File: config.mk
export PLATFORM = sky130hd
export DESIGN_NAME = rstCauseCtl
export DESIGN_NICKNAME = d
export VERILOG_FILES = /design/src/rtl/rcc_pkg.sv /design/src/rtl/rccDatapath.sv /design/src/rtl/rccControl.sv /design/src/rtl/rstCauseCtl.sv
export SDC_FILE = /design/constraint.sdc
export NUM_CORES = 1
export LEC_CHECK = 0
export BUFFER_PORTS_ARGS = -buffer_cell sky130_fd_sc_hd__buf_2
export CORE_AREA = 2 2 61 63
export DETAILED_ROUTE_END_ITERATION = 12
export DIE_AREA = 0 0 63 65
export PLACE_DENSITY = 0.75
export SYNTH_ARGS = -nofsm -noshare
export SYNTH_HDL_FRONTEND = slang
export SYNTH_SLANG_ARGS = --single-unit
File: constraint.sdc
create_clock -name clk -period 2.9 [get_ports clk]
set_input_delay 0.145 -clock clk [delete_from_list [all_inputs] [get_ports clk]]
set_output_delay 0.145 -clock clk [all_outputs]
set_load 0.005 [all_outputs]
File: src/rtl/rcc_pkg.sv
package rcc_pkg;
  localparam int CAUSE_W   = 8;
  localparam int CMD_BITS  = 2;
  // cause bit positions (bit order sets priority)
  localparam int C_FRONT   = 0;
  localparam int C_SWBOARD = 1;
  localparam int C_PAYLOAD = 2;
  localparam int C_DBGHARD = 3;
  localparam int C_SOFT    = 4;
  localparam int C_CPUHARD = 5;
  localparam int C_SWHARD  = 6;
  localparam int C_REAR    = 7;
  // register addresses
  localparam int A_STATUS  = 0;
  localparam int A_CMD     = 1;
  localparam int A_FLAG    = 2;

  typedef struct packed {
    logic               start;
    logic               finish;
    logic [CAUSE_W-1:0] cause;
  } rccStb_t;

  // keep only the highest set bit
  function automatic logic [CAUSE_W-1:0] pickTop(input logic [CAUSE_W-1:0] v);
    logic [CAUSE_W-1:0] r;
    logic found;
    r = '0;
    found = 1'b0;
    for (int i = CAUSE_W - 1; i >= 0; i--) begin
      if (v[i] && !found) begin
        r[i]  = 1'b1;
        found = 1'b1;
      end
    end
    return r;
  endfunction
endpackage

File: src/rtl/rccDatapath.sv
module rccDatapath
  import rcc_pkg::*;
#(
  parameter int ADDR_W      = 2,
  parameter int DATA_W      = 8,
  parameter int SYNC_STAGES = 2
) (
  input  logic               clk,
  input  logic               porN,
  input  logic               rearBtn,
  input  logic               frontBtn,
  input  logic               cpuHardReq,
  input  logic               dbgSoftReq,
  input  logic               dbgHardReq,
  input  logic               payloadReq,
  input  logic               mgrBoardReq,
  input  logic               busWrEn,
  input  logic               busRdEn,
  input  logic [ADDR_W-1:0]  busAddr,
  input  logic [DATA_W-1:0]  busWrData,
  output logic [DATA_W-1:0]  busRdData,
  input  rccStb_t            stb,
  output logic [CAUSE_W-1:0] reqVec,
  output logic [CAUSE_W-1:0] statusQ,
  output logic [CMD_BITS-1:0] cmdQ,
  output logic               pwrUpFlag
);
  localparam int NBTN = 2;
  localparam logic [ADDR_W-1:0] ADR_STATUS = ADDR_W'(A_STATUS);
  localparam logic [ADDR_W-1:0] ADR_CMD    = ADDR_W'(A_CMD);
  localparam logic [ADDR_W-1:0] ADR_FLAG   = ADDR_W'(A_FLAG);

  // button synchronizers
  logic [NBTN-1:0] btnRaw;
  logic [NBTN-1:0] btnSync;
  assign btnRaw = {rearBtn, frontBtn};

  for (genvar b = 0; b < NBTN; b++) begin : g_sync
    logic [SYNC_STAGES-1:0] sh;
    always_ff @(posedge clk or negedge porN) begin
      if (!porN) sh <= '0;
      else       sh <= {sh[SYNC_STAGES-2:0], btnRaw[b]};
    end
    assign btnSync[b] = sh[SYNC_STAGES-1];
  end

  // level vector in cause-bit positions
  logic [CAUSE_W-1:0] lvlNow;
  logic [CAUSE_W-1:0] lvlPrev;
  logic [CAUSE_W-1:0] edges;

  always_comb begin
    lvlNow            = '0;
    lvlNow[C_FRONT]   = btnSync[0];
    lvlNow[C_SWBOARD] = mgrBoardReq;
    lvlNow[C_PAYLOAD] = payloadReq;
    lvlNow[C_DBGHARD] = dbgHardReq;
    lvlNow[C_SOFT]    = dbgSoftReq;
    lvlNow[C_CPUHARD] = cpuHardReq;
    lvlNow[C_REAR]    = btnSync[1];
  end

  always_ff @(posedge clk or negedge porN) begin
    if (!porN) lvlPrev <= '0;
    else       lvlPrev <= lvlNow;
  end

  assign edges = lvlNow & ~lvlPrev;

  // command decode: exactly one valid bit, nothing else
  logic cmdWr;
  logic cmdValid;
  logic [CAUSE_W-1:0] cmdReq;

  assign cmdWr    = busWrEn && (busAddr == ADR_CMD);
  assign cmdValid = cmdWr && (busWrData[DATA_W-1:CMD_BITS] == '0)
                    && $onehot(busWrData[CMD_BITS-1:0]);

  always_comb begin
    cmdReq           = '0;
    cmdReq[C_SWHARD] = cmdValid && busWrData[0];
    cmdReq[C_SOFT]   = cmdValid && busWrData[1];
  end

  assign reqVec = edges | cmdReq;

  // status, command and flag registers
  always_ff @(posedge clk or negedge porN) begin
    if (!porN) begin
      statusQ   <= '0;
      cmdQ      <= '0;
      pwrUpFlag <= 1'b1;
    end else begin
      if (stb.start) begin
        statusQ   <= stb.cause;
        pwrUpFlag <= 1'b0;
        if (cmdValid) cmdQ <= busWrData[CMD_BITS-1:0];
      end else if (stb.finish) begin
        cmdQ <= '0;
      end
    end
  end

  // registered read port
  always_ff @(posedge clk or negedge porN) begin
    if (!porN) begin
      busRdData <= '0;
    end else if (busRdEn) begin
      case (busAddr)
        ADR_STATUS: busRdData <= statusQ;
        ADR_FLAG:   busRdData <= {{(DATA_W-1){1'b0}}, pwrUpFlag};
        default:    busRdData <= '0;
      endcase
    end
  end
endmodule

File: src/rtl/rccControl.sv
module rccControl
  import rcc_pkg::*;
#(
  parameter int RST_CYCLES = 16
) (
  input  logic               clk,
  input  logic               porN,
  input  logic [CAUSE_W-1:0] reqVec,
  output rccStb_t            stb,
  output logic               boardRst
);
  localparam int CNT_W = $clog2(RST_CYCLES + 1);
  localparam logic [CNT_W-1:0] LOAD = CNT_W'(RST_CYCLES - 1);

  logic             active;
  logic [CNT_W-1:0] cnt;

  always_comb begin
    stb.start  = !active && (|reqVec);
    stb.finish = active && (cnt == '0);
    stb.cause  = stb.start ? pickTop(reqVec) : '0;
  end

  always_ff @(posedge clk or negedge porN) begin
    if (!porN) begin
      active <= 1'b1;
      cnt    <= LOAD;
    end else if (stb.start) begin
      active <= 1'b1;
      cnt    <= LOAD;
    end else if (stb.finish) begin
      active <= 1'b0;
    end else if (active) begin
      cnt <= cnt - 1'b1;
    end
  end

  assign boardRst = active;
endmodule

File: src/rtl/rstCauseCtl.sv
module rstCauseCtl
  import rcc_pkg::*;
#(
  parameter int RST_CYCLES  = 16,
  parameter int ADDR_W      = 2,
  parameter int DATA_W      = 8,
  parameter int SYNC_STAGES = 2
) (
  input  logic              clk,
  input  logic              porN,
  input  logic              rearBtn,
  input  logic              frontBtn,
  input  logic              cpuHardReq,
  input  logic              dbgSoftReq,
  input  logic              dbgHardReq,
  input  logic              payloadReq,
  input  logic              mgrBoardReq,
  input  logic              busWrEn,
  input  logic              busRdEn,
  input  logic [ADDR_W-1:0] busAddr,
  input  logic [DATA_W-1:0] busWrData,
  output logic [DATA_W-1:0] busRdData,
  output logic              boardRst,
  output logic              pwrUpFlag
);
  rccStb_t             stb;
  logic [CAUSE_W-1:0]  reqVec;
  logic [CAUSE_W-1:0]  statusQ;
  logic [CMD_BITS-1:0] cmdQ;

  rccDatapath #(
    .ADDR_W(ADDR_W), .DATA_W(DATA_W), .SYNC_STAGES(SYNC_STAGES)
  ) u_dp (
    .clk(clk), .porN(porN),
    .rearBtn(rearBtn), .frontBtn(frontBtn),
    .cpuHardReq(cpuHardReq), .dbgSoftReq(dbgSoftReq),
    .dbgHardReq(dbgHardReq), .payloadReq(payloadReq),
    .mgrBoardReq(mgrBoardReq),
    .busWrEn(busWrEn), .busRdEn(busRdEn), .busAddr(busAddr),
    .busWrData(busWrData), .busRdData(busRdData),
    .stb(stb), .reqVec(reqVec), .statusQ(statusQ),
    .cmdQ(cmdQ), .pwrUpFlag(pwrUpFlag)
  );

  rccControl #(
    .RST_CYCLES(RST_CYCLES)
  ) u_ctl (
    .clk(clk), .porN(porN), .reqVec(reqVec),
    .stb(stb), .boardRst(boardRst)
  );
endmodule

==> results.toml <==
[synth]
syn-mean-instance-area_um2 = 11.5
yosys_warnings = 0
netlist_instances = 122
yosysUniqueCellTypes = 31
synth_fp_nets = 145
ys_seq_area_share_pct = 61.2
syn_area_um2 = 1400
ys_seq_elements = 34

[finish]
syn2layout_area_growth_pct = 23.6
fillCellCount = 337
final_util_pct = 49.6
antennaDiodeCount = 0
drive_gt1_share_pct = 29.1
design_area_um2 = 1730
nets = 187

[routing]
dr.pass1.iters = 4
totalWireLength_um = 2490
via_per_inst = 4.68
num_vias = 997
drt_iter0_drc = 47
detail_route.wl_per_cell_um = 11.7
route.detailed.drc = 0
antenna_left = 0

[power_and_ir_drop]
switching_power_mw = 0.389
power.total_mw = 1.27
peakVddDrop_uv = 353
p_int_mw = 0.877
power_density_nw_per_um2 = 730
swShare_pct = 30.7
power_leakage_nw = 0.820
clkPwrFrac_pct = 20.7
comb_power_share_pct = 26.5
seqPwrFrac_pct = 52.8

[grt]
grt_max_degree = 35
grtUsageTotal_pct = 13.9
first_global_vias = 1056
antenna_found_initial = 0
grt_overflow = 0
grt_first_pass_wirelength_um = 4400

[worst_setup_path]
cp-start-kind = "primary input"
cpPeakStageDelay_ns = 0.53
crit_required_ns = 3.13
r2r_cells = 5
crit_slowest_cell = "dlygate4sd3_1"
r2r_start = "u_dp.lvlPrev[2]"
critPathMaxFanout = 13
r2r_end = "u_ctl.cnt[1]"
ff2ff_setup_slack_ns = 1.02
criticalPathCategory = "in2reg"
cp.arrival_ns = 2.30
worstSetupEndpointType = "flip-flop"
path_cells = "dlygate4sd3_1 -> buf_2 -> nor2b_1 -> or3b_1 -> or4_4 -> o21ai_4 -> o211ai_1"

[clock_network]
cts_resized = 0
clkTransAtPathRegs_ns = 0.10
cts_setup_buffers = 0
clockBufferDepth = 2
cts_max_level = 2
cts_buffers = 5
cts_tree = "yes"
clkLatencyLatePin_ns = 0.33
cts-root-buf = "clkbuf_4"
postCtsHoldBufs = 8
clock_sinks = 34

[die]
dieWidth_um = 63
num_rows = 22
die_area_um2 = 4100
start_util_pct = 40.1
core_um2 = 3500
io_pins = 31
die_h_um = 65

[timing]
rsz0062_at_grt = "no"
fin_crit_ns = 2.07
tns_ns = 0
fmax_mhz = 482
slew_violations = 0
finalSetupViolCount = 0
relSlewSlack_pct = 52.1
hold_violations = 0
skew_ns = 0.0124
tightest_slew_ns = 0.718
finalCritPeriodShare_pct = 71.5

[hold_path]
min_to = "u_dp.busRdData[4]"
hp-start = "busRdEn"
hold_class = "in2reg"
min_path_cells = 2

[placed_design]
placed_area_um2 = 1590
dpl.hpwl_um = 1840
routabilityCongestion = 0.786
port_buffers = 30

[flow_run]
max-cap-violations = 0

[status]
status = "finished, final reports clean"
[cell type report]
cell class / count / area, µm² / share of cell area, %
Clock buffer: 8 / 58.8 / 3.39
Inverter: 13 / 48.8 / 2.82
Multi-Input combinational cell: 72 / 477 / 27.5
Sequential cell: 34 / 858 / 49.5
Tap cell: 48 / 60.1 / 3.47
Timing Repair Buffer: 38 / 230 / 13.3
[kinds of logic (layout without fill, tap and decap cells)]
logic type	after synthesis	count (layout)	synth area share [%]
and+or+nand+nor	43	43	17.3
DFF	34	34	61.2
AOI/OAI and AO/OA	22	22	11.5
buffers and inverters	16	59	4.82
xor gates and xnor gates	3	3	1.87
adders and majority gates	2	2	1.78
muxes	2	2	1.52
[Yosys cell counts (all sizes together)]
master,count,share of area (%)
o211ai,1,0.54
o41ai,1,0.62
nor3,4,1.4
mux2i,1,0.71
inv,13,3.5
dfrtp,28,50
and2,1,0.45
or4bb,2,1.6
a31o,1,0.62
clkbuf,2,0.54
or4,2,1.6
a21oi,2,0.71
nand3,7,2.5
buf,1,0.80
nor2,8,2.1
or3b,2,1.2
a22o,4,2.5
nand2b,5,2.2
nor2b,3,1.3
o31ai,1,0.54
ha,2,1.8
o21ai,9,4.0
dfstp,6,11
nand2,7,1.9
xnor2,3,1.9
a21o,1,0.54
nor4,2,0.89
a32o,2,1.4
mux2,1,0.80
[routing by layer]
| layer | routed length, µm | global-route usage (%) |
|---|---|---|
| met5 | 0 | 0 |
| met4 | 20 | 5.00 |
| met3 | 124 | 4.69 |
| met2 | 1250 | 23.7 |
| met1 | 1100 | 16.4 |
[critical path: cells and delay by family]
family / cells / cell delay, ns
AO/OA/AOI/OAI: 2 / 0.46
AND/OR/NAND/NOR: 3 / 1.04
buffers and inverters: 2 / 0.66
[worst max-delay path by stage]
stage                 start              end  slack (ns)  cells after the start
4_1_cts          cpuHardReq     u_ctl.cnt[1]        0.83                      7
3_3_place_gp   busWrData[5]  u_dp.statusQ[4]        1.03                      6
6_report         cpuHardReq     u_ctl.cnt[1]        0.83                      7
3_5_place_dp   busWrData[5]  u_dp.statusQ[4]        1.01                      6
2_1_floorplan  busWrData[5]  u_dp.statusQ[2]        1.17                      6
5_1_grt          cpuHardReq  u_dp.statusQ[7]        0.71                      7
[flip-flops by register name (all words and copies together) (netlist names)]
signal and flops:
u_dp.busRdData 8, u_dp.statusQ 8, u_dp.lvlPrev 7, u_ctl.cnt 5, u_dp.g_sync.sh 4, u_ctl.boardRst 1
u_dp.pwrUpFlag 1
[power by group through the flow]
stage               sequential [mW]  combinational [mW]  clock (mW)
floorplan                     0.650               0.259           0
global placement              0.672               0.306           0
detailed placement            0.674               0.331           0
CTS                           0.668               0.339       0.269
global route                  0.681               0.382       0.295
finish                        0.669               0.335       0.262
[layout by cell type, fill, tap and decap left out]
cell type,synthesis,routed
buf_2,0,30
dfrtp_1,28,28
inv_1,13,13
nor2_1,8,8
o21ai_0,8,8
dlygate4sd3_1,0,8
nand2_1,7,7
nand3_1,7,7
dfstp_2,6,6
nand2b_1,5,5
clkbuf_4,0,5
nor3_1,4,4
a22o_1,4,4
nor2b_1,3,3
xnor2_1,3,3
or4_4,2,2
or4bb_1,2,2
a21oi_1,2,2
nor4_1,2,2
a32o_1,2,2
ha_1,2,2
clkbuf_1,2,2
or3b_2,1,1
o31ai_1,1,1
or3b_1,1,1
o41ai_1,1,1
o21ai_4,1,1
a21o_1,1,1
and2_1,1,1
a31o_2,1,1
o211ai_1,1,1
mux2i_1,1,1
mux2_2,1,1
clkbuf_8,0,1
[stage by stage]
stage | setup WS [ns] | hold WS [ns] | cells
2_1_floorplan | 1.17 | -0.151 | 122
3_3_place_gp | 1.03 | 0.222 | 197
3_5_place_dp | 1.01 | 0.239 | 197
4_1_cts | 0.835 | 0.168 | 213
5_1_grt | 0.712 | 0.186 | 213
6_report | 0.827 | 0.172 | 213
Power figures use the tool's default switching activity.
